**config.mk**
```make
export PLATFORM = sky130hd
export DESIGN_NAME = page_guard
export DESIGN_NICKNAME = d
export VERILOG_FILES = /design/src/rtl/pg_pkg.sv /design/src/rtl/pg_remap.sv /design/src/rtl/pg_perm.sv /design/src/rtl/pg_fault.sv /design/src/rtl/page_guard.sv
export SDC_FILE = /design/constraint.sdc
export NUM_CORES = 1
export LEC_CHECK = 0
export ABC_AREA = 1
export BUFFER_PORTS_ARGS = -buffer_cell sky130_fd_sc_hd__clkbuf_2
export CELL_PAD_IN_SITES_DETAIL_PLACEMENT = 1
export CELL_PAD_IN_SITES_GLOBAL_PLACEMENT = 2
export CORE_UTILIZATION = 31
export CTS_CLUSTER_SIZE = 14
export DETAILED_ROUTE_END_ITERATION = 8
export GPL_TIMING_DRIVEN = 0
export PLACE_DENSITY = 0.89
export SLEW_MARGIN = 20
export SYNTH_ARGS = -nofsm -noshare
export SYNTH_HDL_FRONTEND = slang
export SYNTH_HIERARCHICAL = 1
export SYNTH_SLANG_ARGS = --single-unit
export TNS_END_PERCENT = 5
```
**constraint.sdc**
```tcl
create_clock -name clk -period 2.5 [get_ports clk]
set_clock_uncertainty 0.05 [all_clocks]
set_input_delay 0.25 -clock clk [delete_from_list [all_inputs] [get_ports clk]]
set_output_delay 0.25 -clock clk [all_outputs]
set_load 0.01 [all_outputs]
```
**src/rtl/pg_pkg.sv**
```systemverilog
package pg_pkg;

  localparam int PID_W     = 4;
  localparam int NPID      = 1 << PID_W;
  localparam int AID_W     = 3;
  localparam int AID_BASE  = 8;
  localparam logic [AID_W-1:0] AID_CATCH = 3'd7;

  localparam logic [31:0] PERM_MASK = 32'h0000_FF0F;
  localparam logic [31:0] PERM_OPEN = 32'h0000_FF0F;

  // Default privilege-ID to allowed-ID mapping.
  function automatic logic [AID_W-1:0] default_aid(input logic [PID_W-1:0] pid);
    logic [AID_W-1:0] a;
    case (pid)
      4'd0, 4'd1, 4'd2, 4'd3: a = pid[AID_W-1:0];
      4'd6:                   a = 3'd4;
      4'd9:                   a = 3'd5;
      default:                a = AID_CATCH;
    endcase
    return a;
  endfunction

  // Mode/direction enable: bit index = {supervisor, write}.
  function automatic logic mode_ok(input logic [31:0] perm, input logic we, input logic sup);
    logic [1:0] sel;
    sel = {sup, we};
    return perm[sel];
  endfunction

  function automatic logic id_ok(input logic [31:0] perm, input logic [AID_W-1:0] aid);
    return perm[AID_BASE + int'(aid)];
  endfunction

endpackage

```
**src/rtl/pg_remap.sv**
```systemverilog
module pg_remap
  import pg_pkg::*;
(
  input  logic             clk,
  input  logic             rst_n,
  input  logic             wr_en,
  input  logic [PID_W-1:0] idx,
  input  logic [AID_W-1:0] wr_val,
  output logic [AID_W-1:0] rd_val,
  input  logic [PID_W-1:0] pid_in,
  output logic [AID_W-1:0] aid_out
);

  logic [AID_W-1:0] tbl [NPID];

  for (genvar i = 0; i < NPID; i++) begin : g_ent
    logic [AID_W-1:0] ent;
    always_ff @(posedge clk or negedge rst_n) begin
      if (!rst_n)
        ent <= default_aid(PID_W'(i));
      else if (wr_en && idx == PID_W'(i))
        ent <= wr_val;
    end
    assign tbl[i] = ent;
  end

  assign rd_val  = tbl[idx];
  assign aid_out = tbl[pid_in];

  // a written entry holds the written value afterwards
  p_remap_write_r9: assert property (@(posedge clk) disable iff (!rst_n)
    wr_en |=> (rd_val == $past(wr_val)) || (idx != $past(idx)));

endmodule

```
**src/rtl/pg_perm.sv**
```systemverilog
module pg_perm
  import pg_pkg::*;
#(
  parameter int NPAGES = 16,
  localparam int PIDX_W = $clog2(NPAGES)
) (
  input  logic              clk,
  input  logic              rst_n,
  input  logic              wr_en,
  input  logic [PIDX_W-1:0] idx,
  input  logic [31:0]       wr_data,
  output logic [31:0]       rd_data,
  input  logic [PIDX_W-1:0] loc_pg,
  output logic [31:0]       loc_perm,
  input  logic [PIDX_W-1:0] rem_pg,
  output logic [31:0]       rem_perm
);

  logic [31:0] words [NPAGES];

  for (genvar i = 0; i < NPAGES; i++) begin : g_page
    logic [31:0] w;
    always_ff @(posedge clk or negedge rst_n) begin
      if (!rst_n)
        w <= PERM_OPEN;
      else if (wr_en && idx == PIDX_W'(i))
        w <= wr_data & PERM_MASK;
    end
    assign words[i] = w;
  end

  assign rd_data  = words[idx];
  assign loc_perm = words[loc_pg];
  assign rem_perm = words[rem_pg];

  // reserved bits never become set
  p_reserved_zero_r1: assert property (@(posedge clk) disable iff (!rst_n)
    (rd_data & ~PERM_MASK) == 32'h0);

endmodule

```
**src/rtl/pg_fault.sv**
```systemverilog
module pg_fault
  import pg_pkg::*;
#(
  parameter int AW = 16
) (
  input  logic             clk,
  input  logic             rst_n,
  input  logic             clr,
  input  logic             loc_viol,
  input  logic             loc_we,
  input  logic             loc_sup,
  input  logic [AW-1:0]    loc_addr,
  input  logic             rem_viol,
  input  logic             rem_we,
  input  logic             rem_sup,
  input  logic [PID_W-1:0] rem_pid,
  input  logic [AW-1:0]    rem_addr,
  output logic             valid,
  output logic [AW-1:0]    f_addr,
  output logic [7:0]       f_info,
  output logic             exc_loc,
  output logic             exc_rem
);

  logic             f_remote, f_we, f_sup;
  logic [PID_W-1:0] f_pid;
  logic             capture;

  assign capture = !clr && !valid && (loc_viol || rem_viol);

  always_ff @(posedge clk or negedge rst_n) begin
    if (!rst_n) begin
      valid    <= 1'b0;
      f_addr   <= '0;
      f_remote <= 1'b0;
      f_we     <= 1'b0;
      f_sup    <= 1'b0;
      f_pid    <= '0;
      exc_loc  <= 1'b0;
      exc_rem  <= 1'b0;
    end else begin
      exc_loc <= 1'b0;
      exc_rem <= 1'b0;
      if (clr) begin
        valid    <= 1'b0;
        f_addr   <= '0;
        f_remote <= 1'b0;
        f_we     <= 1'b0;
        f_sup    <= 1'b0;
        f_pid    <= '0;
      end else if (capture) begin
        valid <= 1'b1;
        if (loc_viol) begin
          f_addr   <= loc_addr;
          f_remote <= 1'b0;
          f_we     <= loc_we;
          f_sup    <= loc_sup;
          f_pid    <= '0;
          exc_loc  <= 1'b1;
        end else begin
          f_addr   <= rem_addr;
          f_remote <= 1'b1;
          f_we     <= rem_we;
          f_sup    <= rem_sup;
          f_pid    <= rem_pid;
          exc_rem  <= 1'b1;
        end
      end
    end
  end

  assign f_info = {f_pid, f_sup, f_we, f_remote, valid};

  // exceptions last one cycle and never coincide
  p_exc_loc_pulse_r8: assert property (@(posedge clk) disable iff (!rst_n)
    exc_loc |=> !exc_loc);
  p_exc_rem_pulse_r8: assert property (@(posedge clk) disable iff (!rst_n)
    exc_rem |=> !exc_rem);
  p_exc_exclusive_r8: assert property (@(posedge clk) disable iff (!rst_n)
    !(exc_loc && exc_rem));
  // a held fault keeps its record until cleared
  p_fault_hold_r7: assert property (@(posedge clk) disable iff (!rst_n)
    (valid && !clr) |=> (valid && $stable(f_addr) && $stable(f_pid)));
  // a first violation is latched and signalled
  p_first_latch_r7: assert property (@(posedge clk) disable iff (!rst_n)
    (!valid && !clr && (loc_viol || rem_viol)) |=> (valid && (exc_loc || exc_rem)));
  // local wins a simultaneous violation
  p_local_first_r8: assert property (@(posedge clk) disable iff (!rst_n)
    (!valid && !clr && loc_viol) |=> exc_loc);

endmodule

```
**src/rtl/page_guard.sv**
```systemverilog
module page_guard
  import pg_pkg::*;
#(
  parameter int NPAGES     = 16,
  parameter int PAGE_BYTES = 4096,
  parameter int DW         = 32,
  parameter int CFG_AW     = 6,
  localparam int PAGE_BITS = $clog2(PAGE_BYTES),
  localparam int PIDX_W    = $clog2(NPAGES),
  localparam int AW        = PAGE_BITS + PIDX_W
) (
  input  logic              clk,
  input  logic              rst_n,
  input  logic              loc_req,
  input  logic              loc_we,
  input  logic              loc_sup,
  input  logic [AW-1:0]     loc_addr,
  input  logic [DW-1:0]     loc_mem_rdata,
  output logic              loc_grant,
  output logic              loc_mem_we,
  output logic [DW-1:0]     loc_rdata,
  input  logic              rem_req,
  input  logic              rem_we,
  input  logic              rem_sup,
  input  logic [PID_W-1:0]  rem_pid,
  input  logic [AW-1:0]     rem_addr,
  input  logic [DW-1:0]     rem_mem_rdata,
  output logic              rem_grant,
  output logic              rem_mem_we,
  output logic [DW-1:0]     rem_rdata,
  input  logic              cfg_we,
  input  logic [CFG_AW-1:0] cfg_addr,
  input  logic [31:0]       cfg_wdata,
  output logic [31:0]       cfg_rdata,
  output logic              exc_local,
  output logic              exc_remote
);

  localparam logic [CFG_AW-1:0] REMAP_BASE = CFG_AW'(NPAGES);
  localparam logic [CFG_AW-1:0] FADDR_IDX  = CFG_AW'(NPAGES + NPID);
  localparam logic [CFG_AW-1:0] FINFO_IDX  = CFG_AW'(NPAGES + NPID + 1);
  localparam logic [CFG_AW-1:0] CTRL_IDX   = CFG_AW'(NPAGES + NPID + 2);

  // Configuration decode
  logic perm_sel, remap_sel, clr;
  logic [PID_W-1:0] remap_idx;
  assign perm_sel  = cfg_addr < REMAP_BASE;
  assign remap_sel = !perm_sel && (cfg_addr < FADDR_IDX);
  assign remap_idx = cfg_addr[PID_W-1:0] - REMAP_BASE[PID_W-1:0];
  assign clr       = cfg_we && (cfg_addr == CTRL_IDX) && cfg_wdata[0];

  // Page lookup
  logic [PIDX_W-1:0] loc_pg, rem_pg;
  logic [31:0]       loc_perm, rem_perm, perm_rd;
  assign loc_pg = loc_addr[AW-1:PAGE_BITS];
  assign rem_pg = rem_addr[AW-1:PAGE_BITS];

  pg_perm #(.NPAGES(NPAGES)) u_perm (
    .clk      (clk),
    .rst_n    (rst_n),
    .wr_en    (cfg_we && perm_sel),
    .idx      (cfg_addr[PIDX_W-1:0]),
    .wr_data  (cfg_wdata),
    .rd_data  (perm_rd),
    .loc_pg   (loc_pg),
    .loc_perm (loc_perm),
    .rem_pg   (rem_pg),
    .rem_perm (rem_perm)
  );

  logic [AID_W-1:0] rem_aid, remap_rd;

  pg_remap u_remap (
    .clk     (clk),
    .rst_n   (rst_n),
    .wr_en   (cfg_we && remap_sel),
    .idx     (remap_idx),
    .wr_val  (cfg_wdata[AID_W-1:0]),
    .rd_val  (remap_rd),
    .pid_in  (rem_pid),
    .aid_out (rem_aid)
  );

  // Same-cycle decisions
  logic loc_viol, rem_viol;
  assign loc_grant  = loc_req && mode_ok(loc_perm, loc_we, loc_sup);
  assign rem_grant  = rem_req && mode_ok(rem_perm, rem_we, rem_sup) && id_ok(rem_perm, rem_aid);
  assign loc_viol   = loc_req && !loc_grant;
  assign rem_viol   = rem_req && !rem_grant;
  assign loc_mem_we = loc_grant && loc_we;
  assign rem_mem_we = rem_grant && rem_we;
  assign loc_rdata  = (loc_grant && !loc_we) ? loc_mem_rdata : '0;
  assign rem_rdata  = (rem_grant && !rem_we) ? rem_mem_rdata : '0;

  logic          f_valid;
  logic [AW-1:0] f_addr;
  logic [7:0]    f_info;

  pg_fault #(.AW(AW)) u_fault (
    .clk      (clk),
    .rst_n    (rst_n),
    .clr      (clr),
    .loc_viol (loc_viol),
    .loc_we   (loc_we),
    .loc_sup  (loc_sup),
    .loc_addr (loc_addr),
    .rem_viol (rem_viol),
    .rem_we   (rem_we),
    .rem_sup  (rem_sup),
    .rem_pid  (rem_pid),
    .rem_addr (rem_addr),
    .valid    (f_valid),
    .f_addr   (f_addr),
    .f_info   (f_info),
    .exc_loc  (exc_local),
    .exc_rem  (exc_remote)
  );

  always_comb begin
    cfg_rdata = '0;
    if (perm_sel)                    cfg_rdata = perm_rd;
    else if (remap_sel)              cfg_rdata = {{(32-AID_W){1'b0}}, remap_rd};
    else if (cfg_addr == FADDR_IDX)  cfg_rdata = {{(32-AW){1'b0}}, f_addr};
    else if (cfg_addr == FINFO_IDX)  cfg_rdata = {24'h0, f_info};
  end

  // denied reads see zero, denied writes do not reach memory
  p_loc_deny_zero_r5: assert property (@(posedge clk) disable iff (!rst_n)
    loc_viol |-> (loc_rdata == '0 && !loc_mem_we));
  p_rem_deny_zero_r5: assert property (@(posedge clk) disable iff (!rst_n)
    rem_viol |-> (rem_rdata == '0 && !rem_mem_we));
  // fault valid bit agrees with a non-empty record
  p_valid_info_r7: assert property (@(posedge clk) disable iff (!rst_n)
    (exc_local || exc_remote) |-> f_valid);

endmodule

```
==> metrics.md <==
| Metric | Value |
|---|---|
| Layout cells sized above 1 | `between 20% and 30%` |
| Synth Instances | `between 2000 and 3000` |
| Final setup vio count | `just over 90` |
| Reg clk slew, reported paths | `0.06 ns` |
| Sw Ratio | `34.9%` |
| Most frequent cells in the layout | `nand2_1, inv_1, nand3_1` |
| Logic pwr share | `24.9%` |
| IO Port Bufs | `212` |
| Placement row count | `slightly below 90` |
| Average cell area after synthesis | `about 6.2 um^2` |
| Yosys warns | `6` |
| Fin nets | `3415` |
| CP max-delay cell | `buf_1` |
| Via count | `20800` |
| Max Cap Viol | `0` |
| Root buffer cell | `clkbuf_16` |
| Worst EP required | `about 2.2 ns` |
| First-pass GRT wire length | `132000 um` |
| Max stage delay on crit path | `~0.76 ns` |
| Die Span Y | `roughly 250 um` |
| Clock Sinks | `between 200 and 300` |
| Max Root-Sink Buffers | `3` |
| Vias in the first global route | `between 20000 and 25000` |
| CP arrival | `about 2.8 ns` |
| Critical path's top delay family | `buffers and inverters` |
| Tmin final | `about 3.1 ns` |
| Worst-path fanout max | `10` |
| RePlAce Congestion | `around 1` |
| Fill count | `about 7600` |
| CP cell instances | `clkbuf_2 -> buf_1 -> nand3_1 -> nand3_1 -> nand3_1 -> nand2_1 -> nand2_2 -> nand3_2 -> nand3_2 -> nand2_4 -> nand3_4 -> buf_12 -> buf_12 -> nor2_2 -> buf_2` |
| CTS tree | `done` |
| Internal | `slightly below 10 mW` |
| Starting density of the core | `31.6%` |
| RSZ-0062 raised after global routing | `true` |
| Worst setup margin | `-0.627 ns` |
| Failing checks | `setup timing` |
| Num CTS Buffers | `36` |
| Initial antenna violation count | `2` |
| Clk_lat worst skew | `0.58 ns` |
| # DRC | `0` |
| Power Density | `644 mW/mm^2` |
| Worst Path Buf+Inv | `5` |
| Area grow syn2layout | `25.4%` |
| P_sw | `roughly 5.2 mW` |
| Grt ovf | `0` |
| Die Span X | `~250 um` |
| Max Freq | `around 320 MHz` |
| Total GRT Usage | `around 30%` |
| Tcrit/Tclk final | `125%` |
| Type of origin of the critical path | `input pin` |
| Worst Setup End Kind | `output pin` |
| Routed wire length | `~90000 um` |
| Slew Limit Fails | `0` |
| Util after Layout | `39.6%` |
| Seq pwr share | `40.0%` |
| Final hold slack | `0.0155 ns` |
| Core area | `0.0580 mm^2` |
| Clock Power Share | `between 30% and 40%` |
| WS Path Type | `input pin to output pin` |
| Slew headroom | `~28%` |
| Synthesized area | `roughly 0.018 mm^2` |
| Top cell by count, worst path | `nand3_1` |
| Drt first pass iters | `5` |
| Worst Hold Class | `input pin to flip-flop` |
| # diodes | `0` |
| Peak supply drop | `628 uV` |
| Commonest non-fill, non-tap cell in the layout | `nand2_1` |
| H-tree depth | `2` |
| Wire per inst | `about 22 um` |
| Hpwl dp | `67300 um` |
| Outcome | `complete, but fails checks` |
| Largest net degree at the start of global routing | `just over 80` |
| Hold Violations, Final | `0` |
| DRT iter0 DRCs | `around 1500` |
| Post-route ant nets | `0` |
| Worst-margin pin slew | `roughly 1.1 ns` |
| Leak Pwr | `12.0 nW` |
| I/O pin count | `249` |
| Die ar. | `roughly 0.06 mm^2` |
| DR vias/cell | `slightly above 5` |
## power by group through the flow
stage                     combinational, mW  clock, mW  sequential (mW)
after floorplan                        2.10          0             5.74
after global placement                 3.19          0             5.92
after detailed placement               3.31          0             5.96
after CTS                              3.53       5.30             5.90
after global routing                   4.07       5.49             5.99
final                                  3.69       5.20             5.92
## layer usage
| layer | part of all wire (%) | track usage (%) | vias to the layer above |
|---|---|---|---|
| met5 | 0.012 | 0 | - |
| met4 | 3.4 | 10.2 | 2 |
| met3 | 6.7 | 3.38 | 161 |
| met2 | 47 | 48.6 | 827 |
| met1 | 43 | 39.4 | 10200 |
| li1 | - | - | 9555 |
## sequential cells by signal, indices dropped and copies added, names as in the netlist
| register | cells |
|---|---|
| u_perm/g_page.w | 192 |
| u_fault/f_pid | 4 |
| u_fault/f_addr | 16 |
| u_fault/f_remote | 1 |
| u_fault/f_we | 1 |
| u_remap/g_ent.ent | 48 |
| u_fault/f_sup | 1 |
| u_fault/exc_loc | 1 |
| u_fault/valid | 1 |
| u_fault/exc_rem | 1 |
## path summary, 6_finish.rpt
kind,start,endpoint,slack (ns),depth (start not counted)
hold reg to reg,u_perm/g_page[4].w[9],u_perm/g_page[4].w[9],0.43,2
setup / recovery,rem_addr[13],rem_rdata[12],-0.63,15
min in group asynchronous,rst_n,u_remap/g_ent[2].ent[2],0.13,2
hold / removal,loc_addr[1],u_fault/f_addr[1],0.02,5
setup reg to reg,u_remap/g_ent[3].ent[0],u_fault/f_addr[8],-0.27,20
max in group asynchronous,rst_n,u_perm/g_page[0].w[9],1.08,4
## tightest hold or removal path: cells and delay by family
family / cells / cell delay (ns)
AND/OR/NAND/NOR: 4 / 0.23
buffers and inverters: 1 / 0.08
## per-stage QoR
stage / worst slack, ns / instances / area [um^2] / power (mW) / setup TNS, ns
2_1_floorplan: 0.0374 / 2976 / 18400 / 7.83 / 0
3_3_place_gp: -4.50 / 3953 / 20400 / 9.11 / -868.32
3_5_place_dp: -1.57 / 3956 / 20500 / 9.27 / -124.81
4_1_cts: -0.574 / 4054 / 22500 / 14.7 / -31.45
5_1_grt: -0.620 / 4060 / 23000 / 15.6 / -43.29
6_report: -0.627 / 4060 / 23000 / 14.8 / -33.67
## area by class of cell
cell class	count	area (um^2)	share of cell area [%]
Tap cell	765	957	4.16
Multi-Input combinational cell	2103	9520	41.4
Buffer	203	1230	5.36
Sequential cell	266	6940	30.2
Clock inverter	13	126	0.549
Clock buffer	52	1040	4.53
Timing Repair Buffer	254	1650	7.16
Inverter	404	1530	6.67
## repair_timing
item | in CTS | in global routing
endpoints found under the setup margin | 105 | 110
hold endpoints to repair | 60 | 0
buffers inserted | 16 | 4
gates resized for setup | 158 | 173
cloned | 1 | 2
pin swaps | 17 | 17
hold buffers | 16 | 0
Note: power is estimated with default switching activity, not from simulation.
